**config.mk**
```make
export PLATFORM = sky130hd
export DESIGN_NAME = rng_refill_seq
export DESIGN_NICKNAME = d
export VERILOG_FILES = /design/src/rtl/rng_seq_pkg.sv /design/src/rtl/rng_budget_dec.sv /design/src/rtl/rng_sample_cnt.sv /design/src/rtl/rng_seq_fsm.sv /design/src/rtl/rng_refill_seq.sv
export SDC_FILE = /design/constraint.sdc
export NUM_CORES = 1
export LEC_CHECK = 0
export BUFFER_PORTS_ARGS = -buffer_cell sky130_fd_sc_hd__buf_2
export CAP_MARGIN = 15
export CORE_MARGIN = 2
export CORE_UTILIZATION = 40
export CTS_BUF_LIST = sky130_fd_sc_hd__clkbuf_4
export DETAILED_ROUTE_END_ITERATION = 6
export GPL_ROUTABILITY_DRIVEN = 0
export MAX_ROUTING_LAYER = met4
export PLACE_DENSITY_LB_ADDON = 0.3
export REMOVE_ABC_BUFFERS = 1
export SYNTH_ARGS = -nofsm -noshare
export SYNTH_HDL_FRONTEND = slang
export SYNTH_SLANG_ARGS = --single-unit
export TNS_END_PERCENT = 5
```
**constraint.sdc**
```tcl
create_clock -name clk_i -period 2.3 [get_ports clk_i]
set_input_delay 0.115 -clock clk_i [delete_from_list [all_inputs] [get_ports clk_i]]
set_output_delay 0.115 -clock clk_i [all_outputs]
set_load 0.02 [all_outputs]
```
**src/rtl/rng_seq_pkg.sv**
```systemverilog
package rng_seq_pkg;

    localparam int COARSE_FW = 16;                      // startup / max refill field width
    localparam int FINE_FW   = 8;                       // min refill field width
    localparam int COARSE_SH = 8;                       // 256 samples per coarse unit
    localparam int FINE_SH   = 6;                       // 64 samples per fine unit
    localparam int CNT_W     = COARSE_FW + COARSE_SH + 1;

    typedef logic [CNT_W-1:0] cnt_t;

    localparam cnt_t FULL_BUDGET = cnt_t'(1) << (COARSE_FW + COARSE_SH);

    typedef enum logic [1:0] {
        ST_IDLE = 2'd0,
        ST_FILL = 2'd1,
        ST_RUN  = 2'd2
    } seq_state_e;

    typedef struct packed {
        cnt_t startup;
        cnt_t min_ref;
        cnt_t max_ref;
    } budget_t;

    function automatic cnt_t coarse_budget(input logic [COARSE_FW-1:0] f);
        if (f == '0) return FULL_BUDGET;
        return cnt_t'(f) << COARSE_SH;
    endfunction

    function automatic cnt_t fine_budget(input logic [FINE_FW-1:0] f, input cnt_t ceiling);
        cnt_t v;
        if (f == '0) return ceiling;
        v = cnt_t'(f) << FINE_SH;
        return (v > ceiling) ? ceiling : v;
    endfunction

endpackage

```
**src/rtl/rng_budget_dec.sv**
```systemverilog
module rng_budget_dec
    import rng_seq_pkg::*;
#(
    parameter bit CLAMP_MIN = 1'b1
) (
    input  logic [COARSE_FW-1:0] startup_f_i,
    input  logic [FINE_FW-1:0]   minref_f_i,
    input  logic [COARSE_FW-1:0] maxref_f_i,
    output budget_t              budget_o
);

    cnt_t max_b;

    always_comb begin
        max_b            = coarse_budget(maxref_f_i);
        budget_o.startup = coarse_budget(startup_f_i);
        budget_o.max_ref = max_b;
    end

    generate
        if (CLAMP_MIN) begin : g_clamp
            always_comb budget_o.min_ref = fine_budget(minref_f_i, max_b);
        end else begin : g_raw
            always_comb budget_o.min_ref = fine_budget(minref_f_i, FULL_BUDGET);
        end
    endgenerate

endmodule

```
**src/rtl/rng_sample_cnt.sv**
```systemverilog
module rng_sample_cnt
    import rng_seq_pkg::*;
(
    input  logic clk_i,
    input  logic rst_i,
    input  logic clr_i,
    input  logic inc_i,
    output cnt_t cnt_o
);

    always_ff @(posedge clk_i) begin
        if (rst_i || clr_i) begin
            cnt_o <= '0;
        end else if (inc_i && (cnt_o != FULL_BUDGET)) begin
            cnt_o <= cnt_o + cnt_t'(1);
        end
    end

endmodule

```
**src/rtl/rng_seq_fsm.sv**
```systemverilog
module rng_seq_fsm
    import rng_seq_pkg::*;
(
    input  logic    clk_i,
    input  logic    rst_i,
    input  logic    en_i,
    input  logic    clr_i,
    input  budget_t budget_i,
    input  cnt_t    cnt_i,
    output logic    ready_o,
    output logic    sampling_o,
    output logic    extract_o,
    output logic    cnt_clr_o
);

    seq_state_e state_q;
    budget_t    tgt_q;
    logic       ready_q;
    logic       fill_done;
    logic       pool_ok;
    logic       below_max;

    always_comb begin
        fill_done  = cnt_i >= tgt_q.startup;
        pool_ok    = cnt_i >= tgt_q.min_ref;
        below_max  = cnt_i <  tgt_q.max_ref;
        extract_o  = en_i && !ready_q &&
                     (((state_q == ST_FILL) && fill_done) ||
                      ((state_q == ST_RUN)  && pool_ok));
        sampling_o = en_i && ((state_q == ST_FILL) ||
                              ((state_q == ST_RUN) && below_max));
        cnt_clr_o  = !en_i || (state_q == ST_IDLE) || extract_o;
        ready_o    = ready_q;
    end

    always_ff @(posedge clk_i) begin
        if (rst_i) begin
            state_q <= ST_IDLE;
            ready_q <= 1'b0;
            tgt_q   <= '0;
        end else if (!en_i) begin
            state_q <= ST_IDLE;
            ready_q <= 1'b0;
        end else begin
            unique case (state_q)
                ST_IDLE: begin
                    tgt_q   <= budget_i;
                    state_q <= ST_FILL;
                end
                ST_FILL: if (extract_o) state_q <= ST_RUN;
                default: state_q <= ST_RUN;
            endcase
            if (extract_o) begin
                ready_q <= 1'b1;
            end else if (clr_i) begin
                ready_q <= 1'b0;
            end
        end
    end

endmodule

```
**src/rtl/rng_refill_seq.sv**
```systemverilog
module rng_refill_seq
    import rng_seq_pkg::*;
(
    input  logic                 clk_i,
    input  logic                 rst_i,
    input  logic                 en_i,
    input  logic                 strobe_i,
    input  logic                 rdy_clr_i,
    input  logic [COARSE_FW-1:0] startup_cfg_i,
    input  logic [FINE_FW-1:0]   minref_cfg_i,
    input  logic [COARSE_FW-1:0] maxref_cfg_i,
    output logic                 ready_o,
    output logic                 sampling_o,
    output logic                 extract_o
);

    budget_t budget;
    cnt_t    cnt;
    logic    cnt_clr;

    rng_budget_dec #(.CLAMP_MIN(1'b1)) dec_i (
        .startup_f_i (startup_cfg_i),
        .minref_f_i  (minref_cfg_i),
        .maxref_f_i  (maxref_cfg_i),
        .budget_o    (budget)
    );

    rng_seq_fsm fsm_i (
        .clk_i      (clk_i),
        .rst_i      (rst_i),
        .en_i       (en_i),
        .clr_i      (rdy_clr_i),
        .budget_i   (budget),
        .cnt_i      (cnt),
        .ready_o    (ready_o),
        .sampling_o (sampling_o),
        .extract_o  (extract_o),
        .cnt_clr_o  (cnt_clr)
    );

    rng_sample_cnt cnt_i (
        .clk_i (clk_i),
        .rst_i (rst_i),
        .clr_i (cnt_clr),
        .inc_i (strobe_i && sampling_o),
        .cnt_o (cnt)
    );

endmodule

```
# Word level (Yosys, flattened, before mapping)
# Cells that the tools add are included.
classes:
  reduce_logical: 22
  muxes: 14
  order_cmp: 4
  n_bitwise: 1
  add_sub_neg: 1
  eq_ne: 4
op_table:
  columns: ["cell", "count"]
  rows:
  - ["25-bit two-way mux", 7]
  - ["25-bit >= comparator", 2]
  - ["16-bit zero test", 2]
  - ["25-bit by 1-bit adder with 25-bit output, second input constant", 1]
  - ["14-bit by 25-bit greater-than comparator with 1-bit output", 1]
  - ["25-bit less-than comparator", 1]
  - ["25-bit != test, second input constant", 1]
  - ["1-bit logical AND", 8]
  - ["8-bit zero test", 1]
  - ["1-bit logical OR", 5]
  - ["1-bit two-way mux", 5]
  - ["2-bit case mux with 2 select lines", 1]
  - ["2-bit by 1-bit == test with 1-bit output, second input constant", 1]
  - ["2-bit == test, second input constant", 1]
  - ["1-bit zero test", 2]
  - ["2-bit zero test", 1]
  - ["2-bit two-way mux", 1]
  - ["2-bit != test, second input constant", 1]
  - ["2-bit AND reduction", 1]
  - ["2-bit nonzero test", 1]
  - ["2-bit OR reduction", 1]
  - ["1-bit inverter", 1]
totals:
  word_cells: 52
  reg_bits: 103
  input_bits: 45

# Longest topological paths before layout
depth:
  ltp_word: 6
  mapped_depth: 10
  depth_no_buf: 8

# Hierarchy
# Synthesis repeated with hierarchy kept, for this count alone.
unflattened:
  hier_cells: 874
  area_unflattened_um2: 6640.1
modules_own_cells:
  columns: ["module", "area_each_um2", "instances", "cells_per_inst"]
  rows:
  - ["rng_seq_fsm", 4579.4, 1, 608]
  - ["rng_sample_cnt", 1276.2, 1, 142]
  - ["rng_budget_dec", 778.2, 1, 123]
  - ["rng_refill_seq", 6.3, 1, 1]

# Least setup slack after synthesis
# OpenSTA, ideal clock, no wires.
synth_path:
  path_type: "reg-to-reg"
  from: "register cnt_i.cnt_o[20]"
  to: "register cnt_i.cnt_o[4]"
  n_path_buf: 1
  arrival_ns: 2.333
  setup_time_ns: 0.081
  path_stages_with_launch: 9
  path_slack_ns: -0.114
  path_cell_list: "dfxtp_1 > ha_1 > a21oi_1 > a31oi_1 > o41ai_1 > o21ai_1 > clkbuf_1 > or4_1 > a211oi_2"
synth_between:
  elab_chain_len: 6
  elab_cells_between_ends: 15
  cone_classes: "order compare: 3; eq/ne: 1; reduce/logical: 11"
synth_rtl:
  columns: ["element", "line", "rtl"]
  rows:
  - ["from (decl)", "rng_sample_cnt.sv:8", "output cnt_t cnt_o"]
  - ["from (signal assigned)", "rng_sample_cnt.sv:15", "cnt_o <= cnt_o + cnt_t'(1);"]
  - ["25-bit less-than comparator (tied with other cells)", "rng_seq_fsm.sv:26", "below_max = cnt_i < tgt_q.max_ref;"]
  - ["1-bit logical AND, on equally long branches", "rng_seq_fsm.sv:31, rng_seq_fsm.sv:28, rng_seq_fsm.sv:29", null]
  - ["1-bit logical OR, on equally long branches", "rng_seq_fsm.sv:30, rng_seq_fsm.sv:28", null]
  - ["1-bit logical AND, on equally long branches", "rng_seq_fsm.sv:30, rng_seq_fsm.sv:27", null]
  - ["1-bit logical AND / 1-bit logical OR (equally long branches)", "rng_refill_seq.sv:45, rng_seq_fsm.sv:32", null]
  - ["1-bit logical AND / 1-bit logical OR (equally long branches)", "rng_sample_cnt.sv:14, rng_sample_cnt.sv:12", null]
# Parallel ways exist; a longest one is shown, timed or not.
# A chain may end at the register's enable or synchronous reset.

# Final worst setup path
layout_path:
  from: "register cnt_i.cnt_o[12]"
  to: "output extract_o"
layout_between:
  elab_chain_len: 4
  elab_cells_between_ends: 6
  cone_classes: "order compare: 2; reduce/logical: 4"
layout_rtl:
  columns: ["element", "line", "rtl"]
  rows:
  - ["25-bit >= comparator, on equally long branches", "rng_seq_fsm.sv:24, rng_seq_fsm.sv:25", null]
  - ["1-bit logical AND, on equally long branches", "rng_seq_fsm.sv:28, rng_seq_fsm.sv:29", null]
  - ["1-bit logical OR (*)", "rng_seq_fsm.sv:28", "(((state_q == ST_FILL) && fill_done) ||"]
  - ["1-bit logical AND (*)", "rng_seq_fsm.sv:27", "extract_o = en_i && !ready_q &&"]
  - ["to (decl)", "rng_refill_seq.sv:14", "output logic extract_o"]
# Mark *: on every way between the ends. The rest lies on a longest branch, timed or not.

==> key figures <==
Die
  – Die Area: 13,600 um^2
  – Die width: 117 um
  – # IOs: between 40 and 50
  – Core Region: 12,500 um^2
  – Initial Utilization: 40.6%
  – Die Y: roughly 120 um
  – Row count: 41

GRT
  – First-pass GRT wire length: 25.2 mm
  – Total track usage: 24.4%
  – Global route hottest layer: met2
  – Initial antenna violation count: 0
  – M2 GR Usage: between 30% and 40%
  – Vias in the first global route: 5,099
  – Largest net degree at the start of global routing: 42
  – Met3 Use GR: 4.62%
  – Gr ovfl total: 0
  – Global routing usage on met1: 31.0%

Final layout
  – Fill cells: 1,150
  – Area occupied by registers: 1660 um^2
  – Fin nets: 864
  – Synth-to-layout area growth: 40.3%
  – Layout cells sized above 1: 31.6%
  – Area of the multi-input gates: 3460 um^2
  – Diode count: 0

Clock tree
  – Clock root buffer: clkbuf_4
  – Clock transition at path regs: 0.14 ns
  – Clock insertion delay at the later pin of the skew report: 0.50 ns
  – Total CTS buffers: 9
  – Clock tree buffer depth: 2
  – Maximum level of the CTS H-tree: 3
  – TritonCTS clock tree: done
  – CTS Sinks: 81

Worst setup path
  – CP Max Fanout: 5
  – Worst r2r dst: cnt_i.cnt_o[8]$_SDFFE_PP0P_
  – R2r setup slk: -0.19 ns
  – Crit path capture type: primary output
  – Worst EP arrival: 2.55 ns
  – Reg2reg start: fsm_i.tgt_q[22]$_SDFFE_PP0P_
  – Register-to-Register Path Depth: 10
  – WP data required: 2.18 ns
  – Worst setup SP type: flop
  – Critical path class: flop to primary output

Detailed routing
  – Routed len/inst: 17.4 um
  – Antenna Nets Post-Route: 0
  – Via count: between 5,000 and 6,000
  – Via/cell ratio: 5.66
  – Pre-Repair DR Iteration Count: 5
  – Routed wire length: 16.3 mm
  – Number of remaining DRC errors: 0
  – 1st-iter DRT viols: 408

STA
  – Worst-margin pin slew: around 0.85 ns
  – Final setup vio count: 27
  – Hold Fails Final Rpt: 0
  – Max-slew headroom: ~43%
  – RSZ-0062 raised after global routing: yes
  – Hold WS: roughly 0.073 ns
  – Tmin final: between 2 and 3 ns
  – Final Skew: 0.0251 ns
  – Pins Over Slew Limit: 0
  – Worst setup margin: -0.367 ns
  – Fmax: 375 MHz
  – Period utilization: 116%

Yosys
  – Ys async rst share: 0%
  – Post-synth cell types: 51
  – Synth Instances: 612
  – Commonest cells post-synth: dfxtp_1, inv_1, nand2_1
  – Share of the synthesized area in the top cell type: between 30% and 40%
  – Post-synth EDFFs: 0
  – Largest cells by area after synthesis: dfxtp_1, ha_1, inv_1
  – Post-synth top flop: dfxtp_1
  – Largest area contributor in the netlist: dfxtp_1
  – Yosys warning count: 0
  – Sequential-to-total area share from yosys stat: 31.9%
  – Top-count cell post-synth: dfxtp_1
  – Syn Std Cell Area: 5080 um^2
  – FF+latch count, synth: 81
  – Synthesized area per cell: 8.30 um^2

Placement
  – DP Wirelength: 11.0 mm
  – Port Buf Inserts: 47
  – Place WS: -0.364 ns

Run status
  – Failing checks: negative setup slack
  – Status: complete, but fails checks

Power and ir drop
  – Static Leak: 2.93 nW
  – Maximum vdd ir drop: 0.000415 V
  – PwrDens: 465 nW/um^2

Job
  – Max_cap viols: 0

Hold path
  – Hold Startpoint: en_i
  – Hold Path Stages: 3
  – Hold EP: fsm_i.ready_o$_SDFFE_PP0P_
  – Worst min path class: primary input to flop
-- flip-flops by register name (all words and copies together) (netlist names) --
signal and cells:
fsm_i.tgt_q 53, cnt_i.cnt_o 25, fsm_i.ready_o 1, fsm_i.state_q 2
-- how the worst max path moves through the flow --
stage	from	slack, ns	endpoint	cells after the start
finish	cnt_i.cnt_o[12]$_SDFFE_PP0P_	-0.37	extract_o	9
global route	fsm_i.tgt_q[32]$_SDFFE_PP0P_	-0.43	extract_o	10
CTS	cnt_i.cnt_o[22]$_SDFFE_PP0P_	-0.38	extract_o	10
detailed placement	cnt_i.cnt_o[22]$_SDFFE_PP0P_	-0.36	cnt_i.cnt_o[3]$_SDFFE_PP0P_	9
global placement	cnt_i.cnt_o[22]$_SDFFE_PP0P_	-0.35	cnt_i.cnt_o[15]$_SDFFE_PP0P_	10
floorplan	cnt_i.cnt_o[15]$_SDFFE_PP0P_	-0.68	cnt_i.cnt_o[18]$_SDFFE_PP0P_	7
-- placed cells by master, fill, tap and decap left out, types with 6 or more instances in the layout --
cell and count:
a211oi_2 23, a21o_1 12, a21oi_1 44, a221oi_1 6, a22o_1 10, a22oi_1 12
and3_1 6, buf_2 46, buf_4 64, buf_6 7, clkbuf_4 9, dfxtp_1 60
dfxtp_2 17, dlygate4sd3_1 43, ha_1 50, ha_4 9, inv_1 65, nand2_1 62
nand3_1 17, nand4_1 16, nor2_1 22, nor2b_1 6, nor4_1 12, o21ai_0 11
o21ai_1 11, o31ai_1 13, or3_4 11, or4_4 15
-- per-layer routing --
layer | up-vias | routed length (um)
li1 | 2555 | -
met1 | 2518 | 7150
met2 | 184 | 7690
met3 | 38 | 977
met4 | 0 | 435
met5 | - | 0
-- final cells by class --
| class | count | share of cell area [%] |
|---|---|---|
| multi-input combinational | 435 | 48.5 |
| timing repair buffer | 165 | 18.6 |
| sequential | 81 | 23.3 |
| inverter | 67 | 3.53 |
| clock inverter | 6 | 2.18 |
| tap | 172 | 3.02 |
| clock buffer | 9 | 0.948 |
-- power by group --
| group | total, mW | internal, mW | switching [mW] | leakage [nW] |
|---|---|---|---|---|
| logic | 0.560 | 0.262 | 0.298 | 2.14 |
| clock network | 1.29 | 0.760 | 0.528 | 0.116 |
| registers | 1.47 | 1.45 | 0.0235 | 0.671 |
-- timing repair --
item | CTS | global route
pin swaps | 7 | 49
setup endpoints to repair | 28 | 43
resized for setup | 23 | 80
hold buffers | 43 | 0
hold endpoints to repair | 51 | 0
gates cloned | 0 | 3
buffers inserted | 2 | 5
-- cells by family (layout without fill, tap and decap cells) --
logic type	after synthesis	count (layout)	share of synthesized area [%]
xor gates and xnor gates	1	1	0.172
AOI/OAI and AO/OA	178	178	25.4
buffers and inverters	96	247	7.36
DFF	81	81	31.9
adders and majority gates	60	60	14.8
and+or+nand+nor	196	196	20.4
-- stage by stage --
step	total power, mW	setup TNS (ns)	util (%)	cells	cell area, um^2
floorplan	1.72	-19.23	-	583	4960
global placement	1.91	-6.33	47.5	868	5940
detailed placement	1.93	-6.75	47.5	868	5940
CTS	3.27	-4.94	53.6	928	6710
global route	3.44	-5.81	56.9	935	7130
finish	3.32	-3.50	56.9	935	7130
-- worst max-delay path: stages (launching register included) --
cell and delay [ns]:
dfxtp_1 0.38, buf_4 0.15, ha_1 0.29, nand3_1 0.10, or4_4 0.52, nor2_2 0.15
o41ai_2 0.11, nand2_1 0.12, or2_4 0.12, buf_6 0.11
(Power assumes the default switching activity.)
